==> config.mk <==
export PLATFORM = sky130hd
export DESIGN_NAME = tag_mbist_top
export DESIGN_NICKNAME = d
export VERILOG_FILES = /design/src/rtl/tag_mbist_pkg.sv /design/src/rtl/tag_mbist_rst_sync.sv /design/src/rtl/tag_mbist_seq.sv /design/src/rtl/tag_mbist_cmp.sv /design/src/rtl/tag_mbist_err.sv /design/src/rtl/tag_mbist_top.sv
export SDC_FILE = /design/constraint.sdc
export NUM_CORES = 1
export LEC_CHECK = 0
export ABC_AREA = 1
export BUFFER_PORTS_ARGS = -buffer_cell sky130_fd_sc_hd__buf_2
export CAP_MARGIN = 30
export CORE_MARGIN = 2
export CORE_UTILIZATION = 51
export DETAILED_ROUTE_END_ITERATION = 16
export PLACE_DENSITY = 0.81
export SYNTH_ARGS = -nofsm -noshare
export SYNTH_HDL_FRONTEND = slang
export SYNTH_HIERARCHICAL = 1
export SYNTH_SLANG_ARGS = --single-unit
==> constraint.sdc <==
create_clock -name clk -period 2.8 [get_ports clk]
set_input_delay 0.42 -clock clk [delete_from_list [all_inputs] [get_ports clk]]
set_output_delay 0.42 -clock clk [all_outputs]
set_load 0.005 [all_outputs]
==> src/rtl/tag_mbist_pkg.sv <==
package tag_mbist_pkg;
  typedef enum logic [2:0] {
    PH_IDLE  = 3'd0,
    PH_FILL  = 3'd1,
    PH_UP    = 3'd2,
    PH_DN    = 3'd3,
    PH_RD    = 3'd4,
    PH_FLUSH = 3'd5,
    PH_DONE  = 3'd6
  } mb_phase_e;
endpackage

==> src/rtl/tag_mbist_rst_sync.sv <==
module tag_mbist_rst_sync (
  input  logic clk,
  input  logic rst_n,
  output logic rst_sync_n
);
  logic stage_q;

  always_ff @(posedge clk or negedge rst_n) begin
    if (!rst_n) begin
      stage_q    <= 1'b0;
      rst_sync_n <= 1'b0;
    end else begin
      stage_q    <= 1'b1;
      rst_sync_n <= stage_q;
    end
  end
endmodule

==> src/rtl/tag_mbist_seq.sv <==
module tag_mbist_seq
  import tag_mbist_pkg::*;
#(
  parameter int unsigned DEPTH = 16,
  localparam int unsigned AW = $clog2(DEPTH)
) (
  input  logic          clk,
  input  logic          rst_n,
  output logic [AW-1:0] addr_o,
  output logic          we_o,
  output logic          wbit_o,
  output logic          cmp_en_o,
  output logic          cmp_bit_o,
  output logic          done_o
);
  localparam logic [AW-1:0] LAST = AW'(DEPTH - 1);

  mb_phase_e     phase_q, phase_d;
  logic [AW-1:0] addr_q, addr_d;
  logic          wr_step_q, wr_step_d;
  logic          rd_now, exp_now;

  // step decode
  always_comb begin
    rd_now  = ((phase_q == PH_UP || phase_q == PH_DN) && !wr_step_q) || (phase_q == PH_RD);
    exp_now = (phase_q == PH_DN);
    we_o    = (phase_q == PH_FILL) || ((phase_q == PH_UP || phase_q == PH_DN) && wr_step_q);
    wbit_o  = (phase_q == PH_UP);
    addr_o  = addr_q;
    done_o  = (phase_q == PH_DONE);
  end

  // next state
  always_comb begin
    phase_d   = phase_q;
    addr_d    = addr_q;
    wr_step_d = wr_step_q;
    unique case (phase_q)
      PH_IDLE: begin
        phase_d = PH_FILL;
        addr_d  = '0;
      end
      PH_FILL: begin
        if (addr_q == LAST) begin
          phase_d   = PH_UP;
          addr_d    = '0;
          wr_step_d = 1'b0;
        end else begin
          addr_d = addr_q + 1'b1;
        end
      end
      PH_UP: begin
        if (!wr_step_q) begin
          wr_step_d = 1'b1;
        end else begin
          wr_step_d = 1'b0;
          if (addr_q == LAST) begin
            phase_d = PH_DN;
          end else begin
            addr_d = addr_q + 1'b1;
          end
        end
      end
      PH_DN: begin
        if (!wr_step_q) begin
          wr_step_d = 1'b1;
        end else begin
          wr_step_d = 1'b0;
          if (addr_q == '0) begin
            phase_d = PH_RD;
          end else begin
            addr_d = addr_q - 1'b1;
          end
        end
      end
      PH_RD: begin
        if (addr_q == LAST) begin
          phase_d = PH_FLUSH;
          addr_d  = '0;
        end else begin
          addr_d = addr_q + 1'b1;
        end
      end
      PH_FLUSH: phase_d = PH_DONE;
      PH_DONE:  phase_d = PH_DONE;
      default:  phase_d = PH_DONE;
    endcase
  end

  // state registers
  always_ff @(posedge clk or negedge rst_n) begin
    if (!rst_n) begin
      phase_q   <= PH_IDLE;
      addr_q    <= '0;
      wr_step_q <= 1'b0;
      cmp_en_o  <= 1'b0;
      cmp_bit_o <= 1'b0;
    end else begin
      phase_q   <= phase_d;
      addr_q    <= addr_d;
      wr_step_q <= wr_step_d;
      cmp_en_o  <= rd_now;
      cmp_bit_o <= exp_now;
    end
  end
endmodule

==> src/rtl/tag_mbist_cmp.sv <==
module tag_mbist_cmp #(
  parameter int unsigned WAYS  = 4,
  parameter int unsigned TAG_W = 8
) (
  input  logic [WAYS*TAG_W-1:0] rdata_i,
  input  logic [TAG_W-1:0]      key_i,
  output logic [WAYS-1:0]       eq_o
);
  for (genvar w = 0; w < WAYS; w++) begin : g_way
    assign eq_o[w] = (rdata_i[w*TAG_W +: TAG_W] == key_i);
  end
endmodule

==> src/rtl/tag_mbist_err.sv <==
module tag_mbist_err #(
  parameter int unsigned WAYS = 4
) (
  input  logic            clk,
  input  logic            rst_n,
  input  logic            cmp_en_i,
  input  logic [WAYS-1:0] eq_i,
  output logic [WAYS-1:0] err_o
);
  logic [WAYS-1:0] err_d;

  always_comb begin
    err_d = err_o;
    if (cmp_en_i) err_d = err_o | ~eq_i;
  end

  always_ff @(posedge clk or negedge rst_n) begin
    if (!rst_n) err_o <= '0;
    else if (cmp_en_i) err_o <= err_d;
  end
endmodule

==> src/rtl/tag_mbist_top.sv <==
module tag_mbist_top #(
  parameter int unsigned WAYS  = 4,
  parameter int unsigned DEPTH = 16,
  parameter int unsigned TAG_W = 8,
  localparam int unsigned AW = $clog2(DEPTH)
) (
  input  logic                  clk,
  input  logic                  rst_n,
  input  logic                  lkp_valid_i,
  input  logic [AW-1:0]         lkp_index_i,
  input  logic [TAG_W-1:0]      lkp_tag_i,
  output logic                  lkp_ready_o,
  output logic                  hit_valid_o,
  output logic [WAYS-1:0]       hit_o,
  output logic [AW-1:0]         mem_addr_o,
  output logic [WAYS-1:0]       mem_we_o,
  output logic [TAG_W-1:0]      mem_wdata_o,
  input  logic [WAYS*TAG_W-1:0] mem_rdata_i,
  output logic                  stall_o,
  output logic                  bist_done_o,
  output logic [WAYS-1:0]       bist_err_o
);
  logic            rst_sync_n;
  logic [AW-1:0]   seq_addr;
  logic            seq_we, seq_wbit, cmp_en, cmp_bit, done;
  logic [TAG_W-1:0] key, lkp_tag_q;
  logic [WAYS-1:0] eq;
  logic            accept, hit_vld_q;

  tag_mbist_rst_sync u_rst (
    .clk        (clk),
    .rst_n      (rst_n),
    .rst_sync_n (rst_sync_n)
  );

  tag_mbist_seq #(.DEPTH(DEPTH)) u_seq (
    .clk       (clk),
    .rst_n     (rst_sync_n),
    .addr_o    (seq_addr),
    .we_o      (seq_we),
    .wbit_o    (seq_wbit),
    .cmp_en_o  (cmp_en),
    .cmp_bit_o (cmp_bit),
    .done_o    (done)
  );

  // comparators shared between self-test and lookup
  assign key = done ? lkp_tag_q : {TAG_W{cmp_bit}};

  tag_mbist_cmp #(.WAYS(WAYS), .TAG_W(TAG_W)) u_cmp (
    .rdata_i (mem_rdata_i),
    .key_i   (key),
    .eq_o    (eq)
  );

  tag_mbist_err #(.WAYS(WAYS)) u_err (
    .clk      (clk),
    .rst_n    (rst_sync_n),
    .cmp_en_i (cmp_en),
    .eq_i     (eq),
    .err_o    (bist_err_o)
  );

  assign accept = lkp_valid_i && done;

  always_ff @(posedge clk or negedge rst_sync_n) begin
    if (!rst_sync_n) begin
      lkp_tag_q <= '0;
      hit_vld_q <= 1'b0;
    end else begin
      hit_vld_q <= accept;
      if (accept) lkp_tag_q <= lkp_tag_i;
    end
  end

  always_comb begin
    mem_addr_o  = done ? lkp_index_i : seq_addr;
    mem_we_o    = {WAYS{seq_we}};
    mem_wdata_o = {TAG_W{seq_wbit}};
    lkp_ready_o = done;
    stall_o     = !done;
    bist_done_o = done;
    hit_valid_o = hit_vld_q;
    hit_o       = eq & {WAYS{hit_vld_q}};
  end
endmodule

==> flow_summary_export.csv <==
group,metric,value,unit
status,status,"finished clean",
sta,setup_slack,0.249,ns
power,power,0.653,mW
clock_network,root_buffer,"clkbuf_8",
logic_synthesis,synth_edf_count,0,
worst_setup_path,critical-path-slowest-cell,"dfrtp_2",
detailed_routing,viasPerCell,4.64,
clock_network,cts_htree_levels,1,
placed_design,dp.cells,481,
detailed_routing,drt_pass1_iterations,4,
floorplanning,die_width,69.7,um
placed_design,hpwl,4.03,mm
hold_path,hp-class,"reg -> reg",
sta,report.final.slew_viol_count,0,
logic_synthesis,synth_top_area_cell,"nand2_1",
sta,tightest_slew,0.895,ns
final_layout,nNetsFinal,489,
global_routing,grt.overflow.total,0,
worst_setup_path,endpoint_kind,"output port",
logic_synthesis,yosys-top-cells-area,"nand2_1, dfrtp_1, inv_1, buf_4, nand3_1",
final_layout,layout_commonest_cell,"nand2_1",
logic_synthesis,synth_cells,372,
placed_design,place_congestion,0.859,
clock_network,clock_latency,0.26,ns
logic_synthesis,ys.flop_type,"dfrtp_1",
logic_synthesis,synth_top_area_share,32.4,%
power,powerDensity,252,mW/mm2
floorplanning,start_util,53.9,%
sta,rsz0062_at_grt,"false",
detailed_routing,drc,0,
final_layout,antennaDiodeCount,0,
sta,finalHoldViolCount,0,
worst_setup_path,cp_cell_sequence,"inv_4 -> nor3_4 -> buf_6 -> nand2_1 -> nand2_1 -> inv_1 -> nand2_1 -> nand2_1 -> nor2_1 -> nand2_1 -> nor2_1 -> nand2_1 -> inv_1 -> buf_2",
detailed_routing,wire_per_inst,10.1,um
worst_setup_path,cp_top_family,"simple AND/OR/NAND/NOR gates",
sta,setup_violations,0,
worst_setup_path,crit_path_start_kind,"flop",
logic_synthesis,synthDistinctLibCells,29,
worst_setup_path,required,2.38,ns
floorplanning,chipHeight,69.7,um
sta,tns,0,ns
sta,min_period_over_period,91.1,%
final_layout,syn2layout_area_growth,17.6,%
sta,fmax,0.392,GHz
worst_setup_path,critPathKind,"reg -> out",
logic_synthesis,synth_nets,422,
clock_network,cts_tree,"built",
clock_network,cts_sinks,25,
worst_setup_path,crit_buf_inv,5,
clock_network,cts_buffer_depth,2,
sta,finalCriticalPeriod,2.55,ns
sta,maxSlewHeadroom,40.4,%
worst_setup_path,crit_arrival,2.13,ns
worst_setup_path,cp_max_fo,8,
logic_synthesis,ys_warn_count,6,
power,leakage,1.69,nW
sta,finalClockSkew,0.00172,ns
floorplanning,core.rowCount,23,
logic_synthesis,yosysSeqAreaShare,28.4,%
placed_design,dp_slack,0.269,ns
final_layout,stdcell_count,488,
final_layout,layout_common_cells,"nand2_1, buf_2, inv_1, dfrtp_1, nor2_1",
power,ir_drop,0.000201,V
global_routing,grt_use_total,20.3,%
global_routing,grt_pass1_vias,2034,
final_layout,drive_above_1_share,26.0,%
global_routing,grt_max_degree,24,
detailed_routing,drt_iter0_drc,76,
worst_setup_path,slowest_delay,0.46,ns
logic_synthesis,synth-async-reset-ratio,100,%
worst_setup_path,crit_top_cell,"nand2_1",
clock_network,numCtsBuffers,3,
detailed_routing,finalWirelength,4.92,mm
flow_run,cap_viol_max_count,0,
floorplanning,dieArea,0.00486,mm2
detailed_routing,vias,2265,
detailed_routing,ant_nets,0,
logic_synthesis,netlist_area,0.00220,mm2
clock_network,clk_pin_slew,0.08,ns
global_routing,grt_pass1_wl,8.22,mm
logic_synthesis,avgSynthCellArea,5.92,um2
floorplanning,core,0.00409,mm2
logic_synthesis,synth_seq_cells,25,
floorplanning,io_pins,75,
global_routing,antenna_found_initial,0,
placed_design,port-buffer-count,74,
[layout make-up]
cell class	instances	area, um2
multi-input cells	263	1180
repair buffers	81	427
flip-flops and latches	25	627
fillers	386	1500
well taps	50	62.6
inverters	65	249
clock buffers	4	45.0
[routing by layer]
| metal | part of all wire, % | routed length, um | track usage (%) |
|---|---|---|---|
| met1 | 44 | 2170 | 25.5 |
| met2 | 47 | 2290 | 34.3 |
| met3 | 7.1 | 350 | 3.78 |
| met4 | 2.0 | 100 | 8.33 |
| met5 | 0 | 0 | 0 |
[flip-flops by register name, summed over array words and instances (netlist names)]
register and count:
u_seq/phase_q 3, u_err/err_o 4, lkp_tag_q 8, u_seq/cmp_bit_o 1
u_rst/stage_q 1, u_rst/rst_sync_n 1, u_seq/cmp_en_o 1, u_seq/wr_step_q 1
hit_valid_o 1, u_seq/addr_o 4
[final timing paths]
| kind | start | endpoint | slack [ns] | cells past startpoint |
|---|---|---|---|---|
| max | u_seq/phase_q[2] | hit_o[2] | 0.25 | 14 |
| min | u_rst/stage_q | u_rst/rst_sync_n | 0.35 | 0 |
| max reg2reg | u_seq/phase_q[2] | u_err/err_o[0] | 0.86 | 14 |
| min reg2reg | u_rst/stage_q | u_rst/rst_sync_n | 0.35 | 0 |
| max in group asynchronous | u_rst/rst_sync_n | u_seq/phase_q[2] | 1.82 | 0 |
| min in group asynchronous | u_rst/rst_sync_n | lkp_tag_q[3] | 0.38 | 0 |
[power breakdown]
| part | internal (mW) | leakage [nW] | switching (mW) |
|---|---|---|---|
| sequential | 0.362 | 0.287 | 0.00619 |
| clock | 0.101 | 0.0228 | 0.103 |
| combinational | 0.0405 | 1.38 | 0.0404 |
[synth_stat cells, types with 2 or more instances]
| master | count |
|---|---|
| buf_6 | 4 |
| nand2_1 | 190 |
| buf_4 | 13 |
| nand3_2 | 2 |
| nand2_2 | 5 |
| nand3_1 | 18 |
| nor2_4 | 2 |
| ha_1 | 3 |
| nor2_1 | 24 |
| inv_1 | 54 |
| inv_4 | 2 |
| dfrtp_1 | 25 |
| nand2_4 | 3 |
| o21ai_1 | 2 |
| o21ai_2 | 2 |
| inv_2 | 9 |
| nand4_1 | 2 |
[cell families (layout without fill, tap and decap cells)]
| kind of cell | Yosys count | in the layout | synth area share, % |
|---|---|---|---|
| compound gates | 9 | 9 | 3.18 |
| xor+xnor | 2 | 2 | 0.796 |
| fa+ha+maj | 3 | 3 | 1.71 |
| buf+inv | 84 | 150 | 18.6 |
| flops | 25 | 25 | 28.4 |
| other cells | 1 | 1 | 0.170 |
| simple gates | 248 | 248 | 47.1 |
[metrics by stage]
step	area, um2	util (%)	hold slack, ns
floorplan	2200	-	0.124
global placement	2510	61.4	0.207
detailed placement	2510	61.4	0.208
CTS	2560	62.7	0.358
global route	2590	63.3	0.361
finish	2590	63.3	0.355
[timing repair]
| item | CTS | global route |
|---|---|---|
| hold endpoints to repair | 2 | 0 |
| pin swaps | 0 | 1 |
| gates cloned | 0 | 1 |
| hold buffers | 1 | 0 |
| gates resized for setup | 1 | 3 |
| buffers inserted | 0 | 1 |
| endpoints found under the setup margin | 3 | 4 |
Power figures use the tool's default switching activity.
